**src/rtl/clkdiv_pkg.sv**
```systemverilog
package clkdiv_pkg;

    localparam int NUM_DIV     = 4;
    localparam int INT_W       = 16;
    localparam int FRAC_W      = 8;
    localparam int ADDR_W      = 3;
    localparam int DATA_W      = 32;
    localparam int DIV_W       = INT_W + FRAC_W;
    localparam int CNT_W       = INT_W + 1;
    localparam int RUN_LSB     = 0;
    localparam int RESTART_LSB = NUM_DIV;

    localparam logic [ADDR_W-1:0] ADDR_CTRL = '0;

    typedef struct packed {
        logic [INT_W-1:0]  whole;
        logic [FRAC_W-1:0] frac;
    } divisor_t;

    localparam divisor_t DIV_RESET = '{whole: INT_W'(1), frac: '0};

    // Whole part as a clock count; zero stands for the full 2^INT_W range.
    function automatic logic [CNT_W-1:0] whole_cycles(input logic [INT_W-1:0] w);
        return (w == '0) ? CNT_W'(1) << INT_W : CNT_W'(w);
    endfunction

    function automatic logic [ADDR_W-1:0] div_addr(input int k);
        return ADDR_W'(k + 1);
    endfunction

endpackage

```
**src/rtl/clkdiv_regs.sv**
```systemverilog
module clkdiv_regs
    import clkdiv_pkg::*;
(
    input  logic                              clk,
    input  logic                              rst,
    input  logic                              wr_en,
    input  logic [ADDR_W-1:0]                 addr,
    input  logic [DATA_W-1:0]                 wdata,
    output logic [DATA_W-1:0]                 rdata,
    output logic [NUM_DIV-1:0]                run_q,
    output logic [NUM_DIV-1:0]                restart,
    output divisor_t [NUM_DIV-1:0]            div_q
);

    logic ctrl_wr;

    assign ctrl_wr = wr_en && (addr == ADDR_CTRL);

    // Restart strobe is live only during the write cycle; it is never stored.
    assign restart = ctrl_wr ? wdata[RESTART_LSB +: NUM_DIV] : '0;

    always_ff @(posedge clk) begin
        if (rst) begin
            run_q <= '0;
        end else if (ctrl_wr) begin
            run_q <= wdata[RUN_LSB +: NUM_DIV];
        end
    end

    always_ff @(posedge clk) begin
        if (rst) begin
            for (int k = 0; k < NUM_DIV; k++) begin
                div_q[k] <= DIV_RESET;
            end
        end else if (wr_en) begin
            for (int k = 0; k < NUM_DIV; k++) begin
                if (addr == div_addr(k)) begin
                    div_q[k] <= divisor_t'(wdata[DIV_W-1:0]);
                end
            end
        end
    end

    always_comb begin
        rdata = '0;
        if (addr == ADDR_CTRL) begin
            rdata[RUN_LSB +: NUM_DIV] = run_q;
        end
        for (int k = 0; k < NUM_DIV; k++) begin
            if (addr == div_addr(k)) begin
                rdata[DIV_W-1:0] = div_q[k];
            end
        end
    end

endmodule

```
**src/rtl/clkdiv_lane.sv**
```systemverilog
module clkdiv_lane
    import clkdiv_pkg::*;
(
    input  logic     clk,
    input  logic     rst,
    input  logic     restart,
    input  divisor_t div,
    output logic     tick
);

    logic [CNT_W-1:0]  remain_q;
    logic [FRAC_W-1:0] acc_q;
    logic [FRAC_W:0]   acc_sum;
    logic [CNT_W-1:0]  next_remain;

    assign tick = (remain_q == '0);

    always_comb begin
        acc_sum     = {1'b0, acc_q} + {1'b0, div.frac};
        next_remain = whole_cycles(div.whole) + CNT_W'(acc_sum[FRAC_W]) - CNT_W'(1);
    end

    always_ff @(posedge clk) begin
        if (rst || restart) begin
            remain_q <= '0;
            acc_q    <= '0;
        end else if (tick) begin
            remain_q <= next_remain;
            acc_q    <= acc_sum[FRAC_W-1:0];
        end else begin
            remain_q <= remain_q - CNT_W'(1);
        end
    end

endmodule

```
**src/rtl/clkdiv_bank.sv**
```systemverilog
module clkdiv_bank
    import clkdiv_pkg::*;
(
    input  logic                clk,
    input  logic                rst,
    input  logic                wr_en,
    input  logic [ADDR_W-1:0]   addr,
    input  logic [DATA_W-1:0]   wdata,
    output logic [DATA_W-1:0]   rdata,
    output logic [NUM_DIV-1:0]  run_en,
    output logic [NUM_DIV-1:0]  tick
);

    logic [NUM_DIV-1:0]     restart_pulse;
    divisor_t [NUM_DIV-1:0] div_q;

    clkdiv_regs i_regs (
        .clk     (clk),
        .rst     (rst),
        .wr_en   (wr_en),
        .addr    (addr),
        .wdata   (wdata),
        .rdata   (rdata),
        .run_q   (run_en),
        .restart (restart_pulse),
        .div_q   (div_q)
    );

    for (genvar k = 0; k < NUM_DIV; k++) begin : g_lane
        clkdiv_lane i_lane (
            .clk     (clk),
            .rst     (rst),
            .restart (restart_pulse[k]),
            .div     (div_q[k]),
            .tick    (tick[k])
        );
    end

endmodule

```
**config.mk**
```make
export PLATFORM = sky130hd
export DESIGN_NAME = clkdiv_bank
export DESIGN_NICKNAME = d
export VERILOG_FILES = /design/src/rtl/clkdiv_pkg.sv /design/src/rtl/clkdiv_regs.sv /design/src/rtl/clkdiv_lane.sv /design/src/rtl/clkdiv_bank.sv
export SDC_FILE = /design/constraint.sdc
export NUM_CORES = 1
export LEC_CHECK = 0
export ABC_AREA = 1
export ABC_CLOCK_PERIOD_IN_PS = 5900
export BUFFER_PORTS_ARGS = -buffer_cell sky130_fd_sc_hd__buf_2
export CAP_MARGIN = 30
export CORE_MARGIN = 1
export CORE_UTILIZATION = 60
export CTS_CLUSTER_SIZE = 16
export DETAILED_ROUTE_END_ITERATION = 12
export PLACE_DENSITY = 0.81
export SYNTH_ARGS = -nofsm -noshare
export SYNTH_HDL_FRONTEND = slang
export SYNTH_SLANG_ARGS = --single-unit
```
**constraint.sdc**
```tcl
create_clock -name clk -period 5.9 [get_ports clk]
set_clock_uncertainty 0.05 [all_clocks]
set_input_delay 1.475 -clock clk [delete_from_list [all_inputs] [get_ports clk]]
set_output_delay 1.475 -clock clk [all_outputs]
set_load 0.005 [all_outputs]
```
# Word-level counts from Yosys, hierarchy flattened
# Index checks and enable logic that the tools add are counted.
dict set report totals {
  out_inout_bits 40
  wordCells 69
  in_bits 38
  regBits 200
}
dict set report op_classes {
  add_sub_neg 16
  eq_ne 4
  reduce_logical 18
  muxes 14
}
# op n
set op_table {}
lappend op_table {{$mux 17} 8}
lappend op_table {{$sub 17x1->17 const B} 8}
lappend op_table {{$mux 24} 4}
lappend op_table {{$add 17x1->17} 4}
lappend op_table {{$logic_not 17->1} 4}
lappend op_table {{$logic_not 16->1} 4}
lappend op_table {{$add 8x8->9} 4}
lappend op_table {{$mux 4} 2}
lappend op_table {{$reduce_and 2->1} 4}
lappend op_table {{$eq 3x2->1 const B} 2}
lappend op_table {{$logic_or 1x1->1} 4}
lappend op_table {{$eq 3x1->1 const B} 1}
lappend op_table {{$eq 3x3->1 const B} 1}
lappend op_table {{$logic_not 3->1} 1}
lappend op_table {{$logic_and 1x1->1} 1}

# Longest topological paths before layout
# Gate-level depths: netlist of run 1.
dict set report logic_depth {
  depth_word 6
  ltp_mapped 17
  mapped_depth_nobuf 17
}

# Modules after synthesis
# Synthesis of run 1 repeated with hierarchy kept, for this count alone.
dict set report hier_totals {
  cells_unflattened 2090
  hier_area_um2 12916.1
}
# mod cells_per_inst n_inst seq_area_each_um2 area_per_inst_um2
set modules_own_cells {}
lappend modules_own_cells {clkdiv_lane 346 4 500.5 2100.8}
lappend modules_own_cells {clkdiv_regs 706 1 2001.9 4513.1}

# Worst setup path before layout of run 1
# OpenSTA, ideal clock, no wires.
dict set report synth_timing {
  path_kind {input to output}
  start {input port addr[0]}
  end {output port rdata[21]}
  path_slack_ns 2.144
  required_ns 4.375
  stages 5
  n_path_buf 1
  t_arrival_ns 2.231
  cell_sequence {inv_2 > nor3_4 > clkbuf_1 > a21oi_1 > o21ai_0}
}
dict set report synth_via {
  elab_chain_cells 5
  elab_cells_between_ends 8
}
# element line_no
set synth_lines {}
lappend synth_lines {{start: declaration} clkdiv_bank.sv:7} ;# input logic [ADDR_W-1:0] addr,
lappend synth_lines {{$eq 3x1->1} clkdiv_regs.sv:50} ;# if (addr == div_addr(k)) begin
lappend synth_lines {{$mux 24 (3 in series)} clkdiv_regs.sv:50}
lappend synth_lines {{$mux 24 (*)} clkdiv_regs.sv:50}
lappend synth_lines {{end: declaration} clkdiv_bank.sv:9} ;# output logic [DATA_W-1:0] rdata,
# Mark *: on every way between the ends. The rest lies on a longest branch, timed or not.

# Final worst setup path of run 1
dict set report layout_timing {
  start {input port addr[0]}
  end {output port rdata[7]}
}
# The elaborated chain is that of the path after synthesis.

==> run_summary.xml, run 1 <==
<?xml version="1.0" encoding="UTF-8"?>
<metrics>
  <group name="logic_synthesis">
    <metric name="synth-seq-cells" unit="">200</metric>
    <metric name="synth_edf_count" unit="">0</metric>
    <metric name="yosysUniqueCellTypes" unit="">40</metric>
    <metric name="synth_simple_gate_area_share" unit="%">32.9</metric>
    <metric name="synth_top_area_cell" unit="">sky130_fd_sc_hd__dfxtp_1</metric>
    <metric name="yosysWarnings" unit="">0</metric>
    <metric name="synth.yosys.seq_area_share" unit="%">32.4</metric>
    <metric name="synthAdderAreaFrac" unit="%">5.11</metric>
    <metric name="synth_area_leaders" unit="">sky130_fd_sc_hd__dfxtp_1 32%, sky130_fd_sc_hd__nand2_1 16%, sky130_fd_sc_hd__a21oi_1 8.6%, sky130_fd_sc_hd__nor2_1 6.9%, sky130_fd_sc_hd__inv_1 5.9%</metric>
    <metric name="synth_compound_area_share" unit="%">15.8</metric>
    <metric name="syn_avg_cell_area" unit="um2">6.49</metric>
    <metric name="synth_top_family_by_area" unit="">simple AND/OR/NAND/NOR gates</metric>
    <metric name="top_cell_type_s_share_of_synthesized_area" unit="%">32.4</metric>
    <metric name="asyncSetResetFlopFracSynth" unit="%">0</metric>
    <metric name="synth-xor-area-share" unit="%">4.18</metric>
    <metric name="synth.area.mux_share" unit="%">0</metric>
    <metric name="synthFlopType" unit="">sky130_fd_sc_hd__dfxtp_1</metric>
    <metric name="cell_area_synth" unit="um2">12300</metric>
    <metric name="synthesis.instances" unit="">1903</metric>
  </group>
  <group name="worst_setup_path">
    <metric name="setup.worst_path.start" unit="">addr[0]</metric>
    <metric name="critical_path.endpoint_type" unit="">output pin</metric>
    <metric name="r2r.worst_path.cells" unit="">16</metric>
    <metric name="setup.worst_path.end" unit="">rdata[7]</metric>
    <metric name="worstPathCellList" unit="">buf_2 -&gt; nor2_1 -&gt; nand2_1 -&gt; o2111ai_1 -&gt; buf_2</metric>
    <metric name="r2r_end" unit="">g_lane[2].i_lane.remain_q[10]</metric>
    <metric name="crit_fanout" unit="">24</metric>
    <metric name="critical_path_class" unit="">input port to output pin</metric>
    <metric name="slowest_stage_cell_on_the_critical_path" unit="">sky130_fd_sc_hd__o2111ai_1</metric>
    <metric name="cp-start-kind" unit="">input port</metric>
    <metric name="worst-r2r-setup-slack" unit="ps">2860</metric>
    <metric name="critPathArrivalTime" unit="ps">3090</metric>
    <metric name="critPathRequiredTime" unit="ps">4380</metric>
    <metric name="worst_path_most_repeated_cell" unit="">sky130_fd_sc_hd__buf_2</metric>
    <metric name="critical-path-max-stage-delay" unit="ps">630</metric>
    <metric name="worst_r2r_startpoint" unit="">i_regs.div_q[48]</metric>
  </group>
  <group name="die">
    <metric name="io_pins" unit="">78</metric>
    <metric name="die_height" unit="um">145</metric>
    <metric name="effective_utilization_at_floorplan" unit="%">61.0</metric>
    <metric name="die_area" unit="um2">21200</metric>
    <metric name="core_area" unit="um2">20200</metric>
    <metric name="fp.dieW" unit="um">145</metric>
    <metric name="core.rowCount" unit="">52</metric>
  </group>
  <group name="power">
    <metric name="internal-power" unit="W">0.00288</metric>
    <metric name="worst_ir_drop_vdd" unit="mV">0.321</metric>
    <metric name="clkPwrFrac" unit="%">26.8</metric>
    <metric name="seq_power_share" unit="%">35.2</metric>
    <metric name="leakage" unit="nW">6.33</metric>
    <metric name="share_comb_of_total_power" unit="%">38.0</metric>
    <metric name="net-switching-power" unit="W">0.00186</metric>
    <metric name="switching_share" unit="%">39.3</metric>
    <metric name="pwr_density_cell" unit="nW/um2">357</metric>
  </group>
  <group name="timing">
    <metric name="min_period_over_period" unit="%">78.2</metric>
    <metric name="finalHoldWorstSlack" unit="ps">424</metric>
    <metric name="post_route_setup_tns" unit="ps">0</metric>
    <metric name="final_max_slew_viol_count" unit="">0</metric>
    <metric name="max_freq" unit="MHz">217</metric>
    <metric name="setup_slack" unit="ps">1290</metric>
    <metric name="final-hold-violation-count" unit="">0</metric>
    <metric name="grt_setup_unrepaired" unit="">false</metric>
    <metric name="setup_viol" unit="">0</metric>
    <metric name="slew-limit-headroom" unit="%">29.9</metric>
    <metric name="timing.final.crit_period" unit="ps">4610</metric>
    <metric name="worst-slew-pin-transition" unit="ps">1050</metric>
  </group>
  <group name="clock_network">
    <metric name="tritoncts_num_sinks" unit="">200</metric>
    <metric name="ctsLongestPathBuffers" unit="">2</metric>
    <metric name="cts_hold_repair.buffers" unit="">0</metric>
    <metric name="cts_max_level" unit="">4</metric>
    <metric name="post_cts_buffers" unit="">0</metric>
    <metric name="cell_chosen_for_the_clock_root" unit="">sky130_fd_sc_hd__clkbuf_16</metric>
    <metric name="worst_setup_hold_path_clk_slew" unit="ps">70</metric>
    <metric name="tritoncts" unit="">yes</metric>
    <metric name="post_cts_resize_count" unit="">0</metric>
    <metric name="cts_buffers" unit="">17</metric>
    <metric name="clock_insertion_delay_worst_skew" unit="ps">440</metric>
  </group>
  <group name="route">
    <metric name="remaining_drc_errors" unit="">0</metric>
    <metric name="routedLengthMet1" unit="um">14500</metric>
    <metric name="firstDrtPassIters" unit="">6</metric>
    <metric name="avgRoutedWirePerCell" unit="um">15.3</metric>
    <metric name="met2RoutedLength" unit="um">15500</metric>
    <metric name="drt_wl_total" unit="um">33700</metric>
    <metric name="routed.top_layer" unit="">met5</metric>
    <metric name="routed-via-count" unit="">12100</metric>
    <metric name="dr_wl_met3" unit="um">2210</metric>
    <metric name="post_drt_via_cell_ratio" unit="">5.50</metric>
    <metric name="remaining_antenna_violation_count" unit="">0</metric>
    <metric name="dr.first_iter.drc_count" unit="">841</metric>
  </group>
  <group name="place">
    <metric name="placement.io_buffers" unit="">61</metric>
    <metric name="globalplace.congestion" unit="">0.993</metric>
    <metric name="place_worst_setup_slack" unit="ps">1380</metric>
    <metric name="place_hpwl" unit="um">25500</metric>
  </group>
  <group name="min_path">
    <metric name="timing.hold.worst.start" unit="">g_lane[2].i_lane.acc_q[7]</metric>
    <metric name="min-delay-path-class" unit="">register to register</metric>
  </group>
  <group name="job">
    <metric name="max_cap_viol_count" unit="">0</metric>
  </group>
  <group name="global_routing">
    <metric name="gr-usage-all-layers" unit="%">32.2</metric>
    <metric name="grt_total_ovfl" unit="">0</metric>
    <metric name="antenna_found_initial" unit="">1</metric>
    <metric name="first_global_vias" unit="">11100</metric>
    <metric name="grt_start_max_net_pins" unit="">41</metric>
    <metric name="grt_pass1_wl" unit="um">54800</metric>
  </group>
  <group name="final_layout">
    <metric name="n_antenna_cell" unit="">0</metric>
    <metric name="post_route_cells_drive_above_1_share" unit="%">8.00</metric>
    <metric name="layout.cells.most_common" unit="">sky130_fd_sc_hd__nand2_1</metric>
    <metric name="design.final.nets" unit="">2011</metric>
    <metric name="syn_to_final_growth" unit="%">7.53</metric>
    <metric name="highest_count_cells_in_the_layout_ignoring_fill_and_taps" unit="">520 x sky130_fd_sc_hd__nand2_1, 227 x sky130_fd_sc_hd__nor2_1, 212 x sky130_fd_sc_hd__a21oi_1, 200 x sky130_fd_sc_hd__dfxtp_1, 194 x sky130_fd_sc_hd__inv_1</metric>
  </group>
  <group name="outcome">
    <metric name="status" unit="">finished, final reports clean</metric>
  </group>
</metrics>
-- through the flow --
stage / instances / utilization (%) / power (W) / cell area (um2)
6_report: 2207 / 65.6 / 0.00474 / 13300
4_1_cts: 2206 / 65.5 / 0.00473 / 13300
3_5_place_dp: 2175 / 62.4 / 0.00346 / 12600
2_1_floorplan: 1910 / - / 0.00318 / 12400
5_1_grt: 2207 / 65.6 / 0.00510 / 13300
3_3_place_gp: 2174 / 62.3 / 0.00341 / 12600
-- worst min-delay path by stage --
stage          cells past startpoint                        end
6_report                           2  g_lane[2].i_lane.acc_q[7]
5_1_grt                            2  g_lane[1].i_lane.acc_q[6]
4_1_cts                            2  g_lane[1].i_lane.acc_q[6]
3_5_place_dp                       2  g_lane[1].i_lane.acc_q[6]
3_3_place_gp                       2  g_lane[1].i_lane.acc_q[0]
2_1_floorplan                      2  g_lane[3].i_lane.acc_q[2]
-- sequential cells by signal (all words and copies together), names as in the netlist --
| register | cells |
|---|---|
| i_regs.div_q | 96 |
| g_lane.i_lane.remain_q | 68 |
| i_regs.run_q | 4 |
| g_lane.i_lane.acc_q | 32 |
-- power by group through the flow --
stage	combinational (W)	sequential, W	clock, W
5_1_grt	0.00207	0.00169	0.00133
3_5_place_dp	0.00177	0.00169	0
3_3_place_gp	0.00172	0.00169	0
6_report	0.00180	0.00167	0.00127
2_1_floorplan	0.00153	0.00165	0
4_1_cts	0.00179	0.00167	0.00128
-- logic make-up (layout without fill, tap and decap cells) --
family | Yosys count | count (layout)
fa+ha+maj | 48 | 48
other cells | 1 | 8
simple gates | 957 | 957
flops | 200 | 200
buf+inv | 271 | 298
compound gates | 367 | 367
xor+xnor | 59 | 59
-- critical path, delay by kind of cell --
kind,cells,cell delay (ps)
AO/OA/AOI/OAI,1,630
AND/OR/NAND/NOR,2,650
buffers and inverters,2,340
-- synthesized netlist by cell type, drive strengths merged (2+ instances only) --
library cell / number
xor2: 46
nor3: 4
nand2: 529
o21ai: 121
nor4: 2
o22ai: 16
a21oi: 221
nand3b: 12
clkbuf: 20
dfxtp: 200
nor2: 245
o211ai: 3
inv: 200
o2111ai: 6
buf: 50
or2: 8
ha: 44
and2: 5
xnor2: 13
nand3: 143
nand4: 9
fa: 4
-- per-layer routing --
metal,track usage (%),vias up
li1,-,6165
met1,41.3,5486
met2,53.0,395
met3,4.98,96
met4,15.3,2
met5,0,-
-- cell type report --
type,count,area (um2)
timing repair buffer,66,358
tap,270,338
clock inverter,12,186
inverter,201,754
fill,1827,6960
sequential,200,4000
clock buffer,19,453
multi-input combinational,1439,7180
Power figures use the tool's default switching activity.
==> run 2: changes to the inputs <==
ABC_CLOCK_PERIOD_IN_PS = 4250   (was 5900)
clock period = 4.25 ns   (was 5.9 ns; I/O delays follow)
==> run_summary.xml, run 2 (same netlist as run 1, synthesis figures left out) <==
<?xml version="1.0" encoding="UTF-8"?>
<metrics>
  <group name="min_path">
    <metric name="min-delay-path-class" unit="">register to register</metric>
  </group>
  <group name="clock_network">
    <metric name="post_cts_resize_count" unit="">0</metric>
    <metric name="ctsLongestPathBuffers" unit="">2</metric>
    <metric name="tritoncts_num_sinks" unit="">200</metric>
    <metric name="cts_buffers" unit="">17</metric>
    <metric name="cts_max_level" unit="">4</metric>
    <metric name="post_cts_buffers" unit="">0</metric>
    <metric name="cts_hold_repair.buffers" unit="">0</metric>
    <metric name="tritoncts" unit="">yes</metric>
    <metric name="worst_setup_hold_path_clk_slew" unit="ps">70</metric>
    <metric name="clock_insertion_delay_worst_skew" unit="ps">450</metric>
    <metric name="cell_chosen_for_the_clock_root" unit="">sky130_fd_sc_hd__clkbuf_16</metric>
  </group>
  <group name="place">
    <metric name="placedCellCount" unit="">2178</metric>
    <metric name="placement.io_buffers" unit="">61</metric>
    <metric name="place_hpwl" unit="um">25400</metric>
    <metric name="globalplace.congestion" unit="">0.962</metric>
  </group>
  <group name="timing">
    <metric name="final-hold-violation-count" unit="">0</metric>
    <metric name="setup_viol" unit="">0</metric>
    <metric name="worst-slew-pin-transition" unit="ps">1030</metric>
    <metric name="grt_setup_unrepaired" unit="">false</metric>
    <metric name="slew-limit-headroom" unit="%">31.1</metric>
    <metric name="min_period_over_period" unit="%">88.0</metric>
    <metric name="post_route_setup_tns" unit="ps">0</metric>
    <metric name="finalHoldWorstSlack" unit="ps">420</metric>
    <metric name="timing.final.crit_period" unit="ps">3740</metric>
    <metric name="final_max_slew_viol_count" unit="">0</metric>
    <metric name="max_freq" unit="MHz">267</metric>
  </group>
  <group name="worst_setup_path">
    <metric name="r2r.worst_path.cells" unit="">15</metric>
    <metric name="critPathArrivalTime" unit="ps">2630</metric>
    <metric name="setup.worst_path.end" unit="">rdata[3]</metric>
    <metric name="cp-start-kind" unit="">input port</metric>
    <metric name="crit_fanout" unit="">18</metric>
    <metric name="setup.worst_path.start" unit="">addr[2]</metric>
    <metric name="worst_r2r_startpoint" unit="">i_regs.div_q[48]</metric>
    <metric name="critical_path.endpoint_type" unit="">output pin</metric>
    <metric name="critical_path_class" unit="">input port to output pin</metric>
    <metric name="critPathRequiredTime" unit="ps">3140</metric>
    <metric name="worst-r2r-setup-slack" unit="ps">1230</metric>
    <metric name="r2r_end" unit="">g_lane[2].i_lane.remain_q[12]</metric>
  </group>
  <group name="die">
    <metric name="effective_utilization_at_floorplan" unit="%">61.0</metric>
    <metric name="core_area" unit="um2">20200</metric>
    <metric name="die_area" unit="um2">21200</metric>
    <metric name="fp.dieW" unit="um">145</metric>
    <metric name="core.rowCount" unit="">52</metric>
    <metric name="io_pins" unit="">78</metric>
    <metric name="die_height" unit="um">145</metric>
  </group>
  <group name="final_layout">
    <metric name="layout.cells.most_common" unit="">sky130_fd_sc_hd__nand2_1</metric>
    <metric name="syn_to_final_growth" unit="%">7.12</metric>
    <metric name="seqCellArea" unit="um2">4000</metric>
    <metric name="highest_count_cells_in_the_layout_ignoring_fill_and_taps" unit="">520 x sky130_fd_sc_hd__nand2_1, 227 x sky130_fd_sc_hd__nor2_1, 212 x sky130_fd_sc_hd__a21oi_1, 200 x sky130_fd_sc_hd__dfxtp_1, 194 x sky130_fd_sc_hd__inv_1</metric>
    <metric name="n_antenna_cell" unit="">0</metric>
    <metric name="reg.largest.list" unit="">i_regs.div_q: 96 flops, g_lane.i_lane.remain_q: 68 flops, g_lane.i_lane.acc_q: 32 flops</metric>
    <metric name="flip_flop_count_of_the_largest_register_all_copies_and_words_added" unit="">96</metric>
    <metric name="postLayoutCoreUtil" unit="%">65.4</metric>
    <metric name="multiInputGateArea" unit="um2">7180</metric>
    <metric name="filler_cell_count" unit="">1919</metric>
    <metric name="largest-register" unit="">i_regs.div_q</metric>
    <metric name="post_route_cells_drive_above_1_share" unit="%">8.14</metric>
    <metric name="design.final.nets" unit="">2014</metric>
    <metric name="final_cell_count_no_fill" unit="">2210</metric>
  </group>
  <group name="route">
    <metric name="dr.first_iter.drc_count" unit="">968</metric>
    <metric name="remaining_drc_errors" unit="">0</metric>
    <metric name="firstDrtPassIters" unit="">5</metric>
    <metric name="avgRoutedWirePerCell" unit="um">15.4</metric>
    <metric name="drt_wl_total" unit="um">34000</metric>
    <metric name="post_drt_via_cell_ratio" unit="">5.49</metric>
    <metric name="routed-via-count" unit="">12100</metric>
    <metric name="remaining_antenna_violation_count" unit="">0</metric>
  </group>
  <group name="power">
    <metric name="leakage" unit="nW">6.31</metric>
    <metric name="seq_power_share" unit="%">36.0</metric>
    <metric name="net-switching-power" unit="W">0.00260</metric>
    <metric name="clkPwrFrac" unit="%">25.2</metric>
    <metric name="pwr_density_cell" unit="nW/um2">487</metric>
    <metric name="internal-power" unit="W">0.00384</metric>
    <metric name="share_comb_of_total_power" unit="%">38.9</metric>
    <metric name="worst_ir_drop_vdd" unit="mV">0.553</metric>
    <metric name="switching_share" unit="%">40.4</metric>
  </group>
  <group name="outcome">
    <metric name="status" unit="">finished, final reports clean</metric>
  </group>
  <group name="global_routing">
    <metric name="first_global_vias" unit="">11000</metric>
    <metric name="gr-usage-all-layers" unit="%">32.6</metric>
    <metric name="grt_pass1_wl" unit="um">55000</metric>
    <metric name="grt_start_max_net_pins" unit="">52</metric>
    <metric name="grt_total_ovfl" unit="">0</metric>
    <metric name="antenna_found_initial" unit="">1</metric>
  </group>
  <group name="job">
    <metric name="max_cap_viol_count" unit="">0</metric>
  </group>
</metrics>
## run 2: cell count changes in the layout (fill, tap and decap cells not counted)
| cell | before | now |
|---|---|---|
| sky130_fd_sc_hd__buf_4 | 3 | 7 |
| sky130_fd_sc_hd__buf_8 | 2 | 1 |
| sky130_fd_sc_hd__bufinv_16 | 4 | 2 |
| sky130_fd_sc_hd__clkbuf_8 | 2 | 0 |
| sky130_fd_sc_hd__clkinv_2 | 1 | 4 |
| sky130_fd_sc_hd__clkinvlp_4 | 0 | 1 |
## run 2: layout make-up
cell class | instances | area share, %
repair buffers | 69 | 2.82
clock buffers | 17 | 3.22
inverters | 201 | 5.70
flip-flops and latches | 200 | 30.3
multi-input cells | 1439 | 54.3
clock inverters | 14 | 1.13
well taps | 270 | 2.55
## run 2: worst min path at each step
stage,startpoint,to,cells past startpoint
global placement,g_lane[1].i_lane.acc_q[0],g_lane[1].i_lane.acc_q[0],2
floorplan,g_lane[3].i_lane.acc_q[2],g_lane[3].i_lane.acc_q[2],2
detailed placement,g_lane[1].i_lane.acc_q[0],g_lane[1].i_lane.acc_q[0],2
global route,g_lane[1].i_lane.acc_q[0],g_lane[1].i_lane.acc_q[0],2
finish,g_lane[1].i_lane.acc_q[0],g_lane[1].i_lane.acc_q[0],2
CTS,g_lane[1].i_lane.acc_q[0],g_lane[1].i_lane.acc_q[0],2
## run 2: worst max-delay path, cell delays in order
cell	delay, ps
sky130_fd_sc_hd__buf_2	150
sky130_fd_sc_hd__inv_2	70
sky130_fd_sc_hd__nand3_2	310
sky130_fd_sc_hd__inv_1	220
sky130_fd_sc_hd__nand2_1	100
sky130_fd_sc_hd__o21ai_0	90
sky130_fd_sc_hd__a21oi_1	230
sky130_fd_sc_hd__nand3_1	210
sky130_fd_sc_hd__buf_2	180
## run 2: power by group through the flow
stage / Sequential, W / Combinational, W / Clock, W
global route: 0.00234 / 0.00284 / 0.00172
CTS: 0.00231 / 0.00248 / 0.00164
detailed placement: 0.00235 / 0.00246 / 0
floorplan: 0.00229 / 0.00212 / 0
finish: 0.00232 / 0.00251 / 0.00162
global placement: 0.00234 / 0.00239 / 0
## run 2: routing by layer
| metal | global-route usage [%] | share of wire [%] | wire length, um | up-vias |
|---|---|---|---|---|
| li1 | - | - | - | 6187 |
| met1 | 41.9 | 44 | 14800 | 5491 |
| met2 | 54.0 | 46 | 15700 | 373 |
| met3 | 5.45 | 6.1 | 2080 | 79 |
| met4 | 13.8 | 3.8 | 1300 | 2 |
| met5 | 0 | 0.032 | 11 | - |
## run 2: per-stage QoR
stage	setup WS, ps	total power [W]	instance area (um2)
CTS	580	0.00643	13200
finish	509	0.00645	13200
global route	425	0.00691	13200
detailed placement	580	0.00481	12600
floorplan	1320	0.00441	12400
global placement	604	0.00474	12600
